**config.mk**
```make
export PLATFORM = sky130hd
export DESIGN_NAME = sliced_signed_adder
export DESIGN_NICKNAME = d
export VERILOG_FILES = /design/src/rtl/sadd_pkg.sv /design/src/rtl/sadd_capture.sv /design/src/rtl/sadd_slice.sv /design/src/rtl/sliced_signed_adder.sv
export SDC_FILE = /design/constraint.sdc
export NUM_CORES = 1
export LEC_CHECK = 0
export CORE_MARGIN = 4
export CORE_UTILIZATION = 33
export DETAILED_ROUTE_END_ITERATION = 8
export PLACE_DENSITY = 0.51
export SETUP_SLACK_MARGIN = 0.3
export SLEW_MARGIN = 20
export SYNTH_ARGS = -nofsm -noshare
export SYNTH_HDL_FRONTEND = slang
export SYNTH_SLANG_ARGS = --single-unit
```
**constraint.sdc**
```tcl
create_clock -name clk -period 2.5 [get_ports clk]
set_clock_uncertainty 0.1 [all_clocks]
set_input_delay 0.5 -clock clk [delete_from_list [all_inputs] [get_ports clk]]
set_output_delay 0.5 -clock clk [all_outputs]
set_load 0.02 [all_outputs]
```
**src/rtl/sadd_pkg.sv**
```systemverilog
package sadd_pkg;
    // default geometry: operand width and slice width (slice must divide operand)
    localparam int unsigned DEF_OPW = 8;
    localparam int unsigned DEF_SLW = 4;

    // how a stage widens its slice before the add
    typedef enum logic {
        EXT_ZERO = 1'b0,   // unsigned slice, extra bit is the carry-out
        EXT_SIGN = 1'b1    // top slice, extra bit is the result sign
    } ext_mode_e;

    function automatic int unsigned slice_count(int unsigned opw, int unsigned slw);
        return opw / slw;
    endfunction
endpackage

```
**src/rtl/sadd_capture.sv**
```systemverilog
module sadd_capture
    import sadd_pkg::*;
#(
    parameter int unsigned OPW = DEF_OPW
) (
    input  logic           clk,
    input  logic           rst,
    input  logic [OPW-1:0] a_i,
    input  logic [OPW-1:0] b_i,
    input  logic           c_i,
    output logic [OPW-1:0] a_o,
    output logic [OPW-1:0] b_o,
    output logic [OPW:0]   acc_o
);
    // the carry-in sits at bit 0 of the accumulator, where stage 0 reads it
    always_ff @(posedge clk) begin
        if (rst) begin
            a_o   <= '0;
            b_o   <= '0;
            acc_o <= '0;
        end else begin
            a_o   <= a_i;
            b_o   <= b_i;
            acc_o <= {{OPW{1'b0}}, c_i};
        end
    end

    a_r1_capture_clear: assert property (@(posedge clk)
        rst |=> (a_o == '0 && b_o == '0 && acc_o == '0));
endmodule

```
**src/rtl/sadd_slice.sv**
```systemverilog
module sadd_slice
    import sadd_pkg::*;
#(
    parameter int unsigned OPW  = DEF_OPW,
    parameter int unsigned SLW  = DEF_SLW,
    parameter int unsigned IDX  = 0,
    parameter ext_mode_e   MODE = EXT_ZERO
) (
    input  logic           clk,
    input  logic           rst,
    input  logic [OPW-1:0] a_i,
    input  logic [OPW-1:0] b_i,
    input  logic [OPW:0]   acc_i,
    output logic [OPW-1:0] a_o,
    output logic [OPW-1:0] b_o,
    output logic [OPW:0]   acc_o
);
    localparam int unsigned LO = IDX * SLW;

    logic [SLW-1:0] a_s, b_s;
    logic           cin_s;
    logic [SLW:0]   part;
    logic [OPW:0]   acc_n;

    assign a_s   = a_i[LO +: SLW];
    assign b_s   = b_i[LO +: SLW];
    assign cin_s = acc_i[LO];          // carry parked here by the stage below

    generate
        if (MODE == EXT_ZERO) begin : g_zext
            assign part = {1'b0, a_s} + {1'b0, b_s} + {{SLW{1'b0}}, cin_s};
        end else begin : g_sext
            assign part = {a_s[SLW-1], a_s} + {b_s[SLW-1], b_s} + {{SLW{1'b0}}, cin_s};
        end
    endgenerate

    // slice sum overwrites the parked carry; the extra bit lands one slice up
    // (the next stage's carry-in, or the sign bit for the top stage)
    always_comb begin
        acc_n                = acc_i;
        acc_n[LO +: SLW + 1] = part;
    end

    always_ff @(posedge clk) begin
        if (rst) begin
            a_o   <= '0;
            b_o   <= '0;
            acc_o <= '0;
        end else begin
            a_o   <= a_i;
            b_o   <= b_i;
            acc_o <= acc_n;
        end
    end

    a_r1_stage_clear: assert property (@(posedge clk)
        rst |=> (acc_o == '0 && a_o == '0 && b_o == '0));

    generate
        if (IDX > 0) begin : g_low_chk
            // result bits finished below this slice ride through untouched
            a_r5_low_bits_held: assert property (@(posedge clk) disable iff (rst)
                !$past(rst) |-> acc_o[LO-1:0] == $past(acc_i[LO-1:0]));
        end
    endgenerate
endmodule

```
**src/rtl/sliced_signed_adder.sv**
```systemverilog
module sliced_signed_adder
    import sadd_pkg::*;
#(
    parameter int unsigned OPW = DEF_OPW,
    parameter int unsigned SLW = DEF_SLW    // must divide OPW
) (
    input  logic           clk,
    input  logic           rst,
    input  logic [OPW-1:0] op_a,
    input  logic [OPW-1:0] op_b,
    input  logic           carry_in,
    output logic [OPW:0]   sum
);
    localparam int NSEG = int'(slice_count(OPW, SLW));

    logic [OPW-1:0] a_p   [NSEG+1];
    logic [OPW-1:0] b_p   [NSEG+1];
    logic [OPW:0]   acc_p [NSEG+1];

    sadd_capture #(.OPW(OPW)) u_capture (
        .clk   (clk),
        .rst   (rst),
        .a_i   (op_a),
        .b_i   (op_b),
        .c_i   (carry_in),
        .a_o   (a_p[0]),
        .b_o   (b_p[0]),
        .acc_o (acc_p[0])
    );

    generate
        for (genvar k = 0; k < NSEG; k++) begin : g_stage
            sadd_slice #(
                .OPW  (OPW),
                .SLW  (SLW),
                .IDX  (k),
                .MODE ((k == NSEG - 1) ? EXT_SIGN : EXT_ZERO)
            ) u_slice (
                .clk   (clk),
                .rst   (rst),
                .a_i   (a_p[k]),
                .b_i   (b_p[k]),
                .acc_i (acc_p[k]),
                .a_o   (a_p[k+1]),
                .b_o   (b_p[k+1]),
                .acc_o (acc_p[k+1])
            );
        end
    endgenerate

    assign sum = acc_p[NSEG];

    // a_p/b_p at the last index are the operands that produced the current sum
    a_r1_sum_clear: assert property (@(posedge clk) rst |=> sum == '0);

    a_r3_sign_kept: assert property (@(posedge clk) disable iff (rst)
        (a_p[NSEG][OPW-1] == b_p[NSEG][OPW-1]) |-> sum[OPW] == a_p[NSEG][OPW-1]);

    a_r9_complement: assert property (@(posedge clk) disable iff (rst)
        (a_p[NSEG] == ~b_p[NSEG]) |-> (sum == '1 || sum == '0));
endmodule

```
Yosys cells after proc, flatten, opt, wreduce, memory -nomap -nowiden
Cells that the tools add are included.
{"block": "word_totals", "wordCells": 11, "register_bits": 47, "output_inout_bits": 9}
{"block": "classes", "n_addsub": 4}
{"cell": "$add 4x4->5", "n": 2}
{"cell": "$add 5x1->5", "n": 2}

Logic depth before layout (Yosys ltp)
{"block": "depth", "depth_word": 2, "depth_mapped": 6}

Modules after synthesis
Synthesis repeated with hierarchy kept, for this count alone.
{"block": "hier_totals", "hier_cells": 181, "hier_area_um2": 2143.3}
{"mod": "sadd_slice at g_stage[1].u_slice", "cells_each": 69, "area_each_um2": 805.8, "instances": 1}
{"mod": "sadd_slice at g_stage[0].u_slice", "cells_each": 68, "area_each_um2": 798.3, "instances": 1}
{"mod": "sadd_capture", "cells_each": 44, "area_each_um2": 539.3, "instances": 1}

Worst setup path after synthesis
OpenSTA, ideal clock, no wires.
{"block": "synth_path", "path_type": "reg2reg", "from": "register g_stage[0].u_slice.a_o[4]", "to": "register g_stage[1].u_slice.acc_o[8]", "slack_ns": 0.883, "synth_period_minus_slack_ns": 1.617, "n_path_buf": 0, "setup_time_ns": 0.070, "t_required_ns": 2.330, "path_stages_with_launch": 6, "arrival_ns": 1.447, "path_cell_list": "dfxtp_1 fa_1 fa_1 a21oi_1 nand3b_1 a21oi_1"}
{"block": "synth_between", "elab_chain_len": 2}
{"element": "from (decl)", "line": "sadd_slice.sv:14", "text": "output logic [OPW-1:0] a_o,"}
{"element": "from (signal assigned)", "line": "sadd_slice.sv:50", "text": "a_o <= a_i;"}
{"element": "$add 4x4->5", "line": "sadd_slice.sv:33", "text": "assign part = {a_s[SLW-1], a_s} + {b_s[SLW-1], b_s} + {{SLW{1'b0}}, cin_s};"}
{"element": "$add 5x1->5", "line": "sadd_slice.sv:33"}
{"element": "to (signal assigned)", "line": "sadd_slice.sv:52", "text": "acc_o <= acc_n;"}
{"element": "to (decl)", "line": "sadd_slice.sv:16", "text": "output logic [OPW:0] acc_o"}
Every way passes these cells.
A chain may end at the register's enable or synchronous reset.

Final worst setup path
{"block": "layout_path", "from": "register g_stage[1].u_slice.acc_o[0]", "to": "output sum[0]"}
{"element": "to (decl)", "line": "sliced_signed_adder.sv:12", "text": "output logic [OPW:0] sum"}
No word-level cell between the ends.

==> reports/qor.txt <==
Yosys top cell by area -> dfxtp_1
Fin. max-slew vios -> 0
Hold WC Path Type -> flop to flop
RSZ-0062 raised after global routing -> false
Post-synth top area share -> 0.567
Number of DRC markers in iteration 0 -> 25
DIE HEIGHT -> 72.6 um
Router iterations before antenna repair -> 4
Yosys warns -> 0
Worst path arrival time -> 1.19 ns
Distinct cells, synth -> 16
Max incr delay on CP -> 0.60 ns
Initial Util -> 0.342
Clock slew seen by the registers of the worst setup and hold paths -> 0.07 ns
CP Class -> flop to output pin
Ant. Diodes -> 0
Worst Path Buf+Inv -> 1
Initial antenna violation count -> 0
Required time worst endpoint -> 1.90 ns
Power Total -> 1160 uW
Vias per cell -> 3.96
CTS tree -> yes
Post-route ant nets -> 0
GPL Wtd Cong -> 0.711
Drt drc -> 0
Total GRT Usage -> 0.0829
Placed insts -> 186
Drt total wl -> 1.80 mm
Pin count of the biggest net entering global routing -> 20
Status -> complete, no violations
Hold Violations, Final -> 0
Synth Instances -> 120
Die area -> 5270 um2
CTS H-Tree Depth -> 2
Post-CTS Resized -> 0
Utilization after layout -> 0.424
Layout area overhead -> 24.0%
Syn_nets -> 149
CP delay by family, top -> buffers and inverters
Critical path, cell by cell -> clkdlybuf4s50_1
Ratio of cells with drive above 1 in the final layout -> 0.0634
Mapped Area -> 1380 um2
Sequential element share of the synthesized area -> 0.567
VDD IR-drop max -> 267 uV
Finished Layout Cells -> 192
Fmax -> 559 MHz
Clk_lat worst skew -> 0.28 ns
Chip Width -> 72.6 um
Hold bufs inserted after CTS -> 0
Crit Path Max Fanout -> 1
Fin crit share -> 0.715
CORE AREA -> 4030 um2
Pleak -> 0.000704 uW
IO Count -> 28
Final HPWL DP -> 1.31 mm
CP startpoint kind -> flop
Max_cap viols -> 0
Clock Tree Buf Depth -> 2
Worst relative slew slack -> 0.686
Cell row count -> 23
Top cells by area, synth -> dfxtp_1 (57%), nor2b_1 (16%), fa_1 (5.8%), buf_4 (5.5%), ha_1 (5.5%)
First-pass GRT wire length -> 3.16 mm
Synthesized flop and latch total -> 39
Number of buffers created by CTS -> 5
Grt ovf -> 0
CTS root buf -> clkbuf_8
Worst Setup End Kind -> output pin
Sum Neg Setup Slack -> 0 ns
Setup Buffers After CTS -> 0
Drt wl/cell -> 9.35 um
Slowest stage cell, crit path -> clkdlybuf4s50_1
Via count -> 760
Setup-failing EPs final -> 0
Min cycle time layout -> 1.79 ns
Final WS setup -> 0.712 ns
Clk sink count -> 39
Dpl ws -> 0.605 ns
I/O Buffers -> 27
Mean Syn Cell Area -> 11.5 um2
Fin nets -> 172
Number of global-route vias before repair -> 764
Pwr Density -> 678 nW/um2
Slew @ Worst Pin -> 0.470 ns
-- placed cells by master, fill, tap and decap left out --
master	Yosys	layout
fa_1	4	4
a21o_1	2	2
clkbuf_1	0	1
buf_4	10	2
a21oi_1	5	5
mux2_2	2	2
nand3b_1	1	1
o21ai_0	1	1
inv_1	4	4
dfxtp_1	39	39
nand2b_1	1	1
nor2_1	4	4
xnor2_1	1	1
nor3_1	1	1
nor2b_1	36	36
clkdlybuf4s50_1	0	27
clkbuf_8	0	5
ha_1	6	6
-- worst reg2reg max path: stages (launching register included) --
cell,delay (ns)
dfxtp_1,0.32
fa_1,0.45
fa_1,0.41
a21oi_1,0.15
nand3b_1,0.09
a21oi_1,0.12
-- kinds of logic after synthesis --
logic type / synth area share
DFF: 0.567
xor gates and xnor gates: 0.00636
and+or+nand+nor: 0.188
muxes: 0.0164
buffers and inverters: 0.0764
AOI/OAI and AO/OA: 0.0327
adders and majority gates: 0.113
-- stage by stage --
stage                     hold WS [ns]  area [um2]
final                            0.338        1710
after detailed placement         0.326        1630
after global placement           0.316        1630
after global routing             0.363        1710
after floorplan                  0.314        1380
after CTS                        0.342        1710
-- area by class of cell --
cell class,instances,area (um2)
inverters,4,15.0
well taps,50,62.6
flip-flops and latches,39,781
fillers,396,2320
clock buffers,6,72.6
multi-input cells,64,490
repair buffers,29,285
-- power breakdown --
part / switching, uW / total [uW] / internal (uW) / leakage (uW)
combinational: 46.3 / 118 / 72.1 / 0.000344
sequential: 10.1 / 667 / 657 / 0.000323
clock: 186 / 371 / 186 / 0.0000371
-- Yosys cell counts --
library cell,instances
xnor2_1,1
nand3b_1,1
o21ai_0,1
nand2b_1,1
nor3_1,1
inv_1,4
nor2_1,4
mux2_2,2
ha_1,6
fa_1,4
buf_4,10
a21oi_1,5
buf_2,3
a21o_1,2
nor2b_1,36
dfxtp_1,39
-- path summary, 6_finish.rpt --
kind	start	endpoint	slack, ns	depth (start not counted)
worst min register to register	g_stage[0].u_slice.acc_o[3]	g_stage[1].u_slice.acc_o[3]	0.34	1
worst min-delay path	g_stage[0].u_slice.acc_o[3]	g_stage[1].u_slice.acc_o[3]	0.34	1
worst max register to register	g_stage[0].u_slice.a_o[4]	g_stage[1].u_slice.acc_o[8]	0.78	5
worst max-delay path	g_stage[1].u_slice.acc_o[0]	sum[0]	0.71	1
-- registers in the layout, indices dropped and copies added, names as in the netlist --
name                   flops
g_stage.u_slice.acc_o     14
g_stage.u_slice.a_o        4
u_capture.b_o              8
g_stage.u_slice.b_o        4
u_capture.acc_o            1
u_capture.a_o              8
-- layer usage --
metal | global-route usage | share of wire
met5 | 0 | 0
met4 | 0.0553 | 0.015
met3 | 0.0510 | 0.081
met2 | 0.125 | 0.45
met1 | 0.0850 | 0.46
No activity file was read; power rests on OpenSTA's default activity.
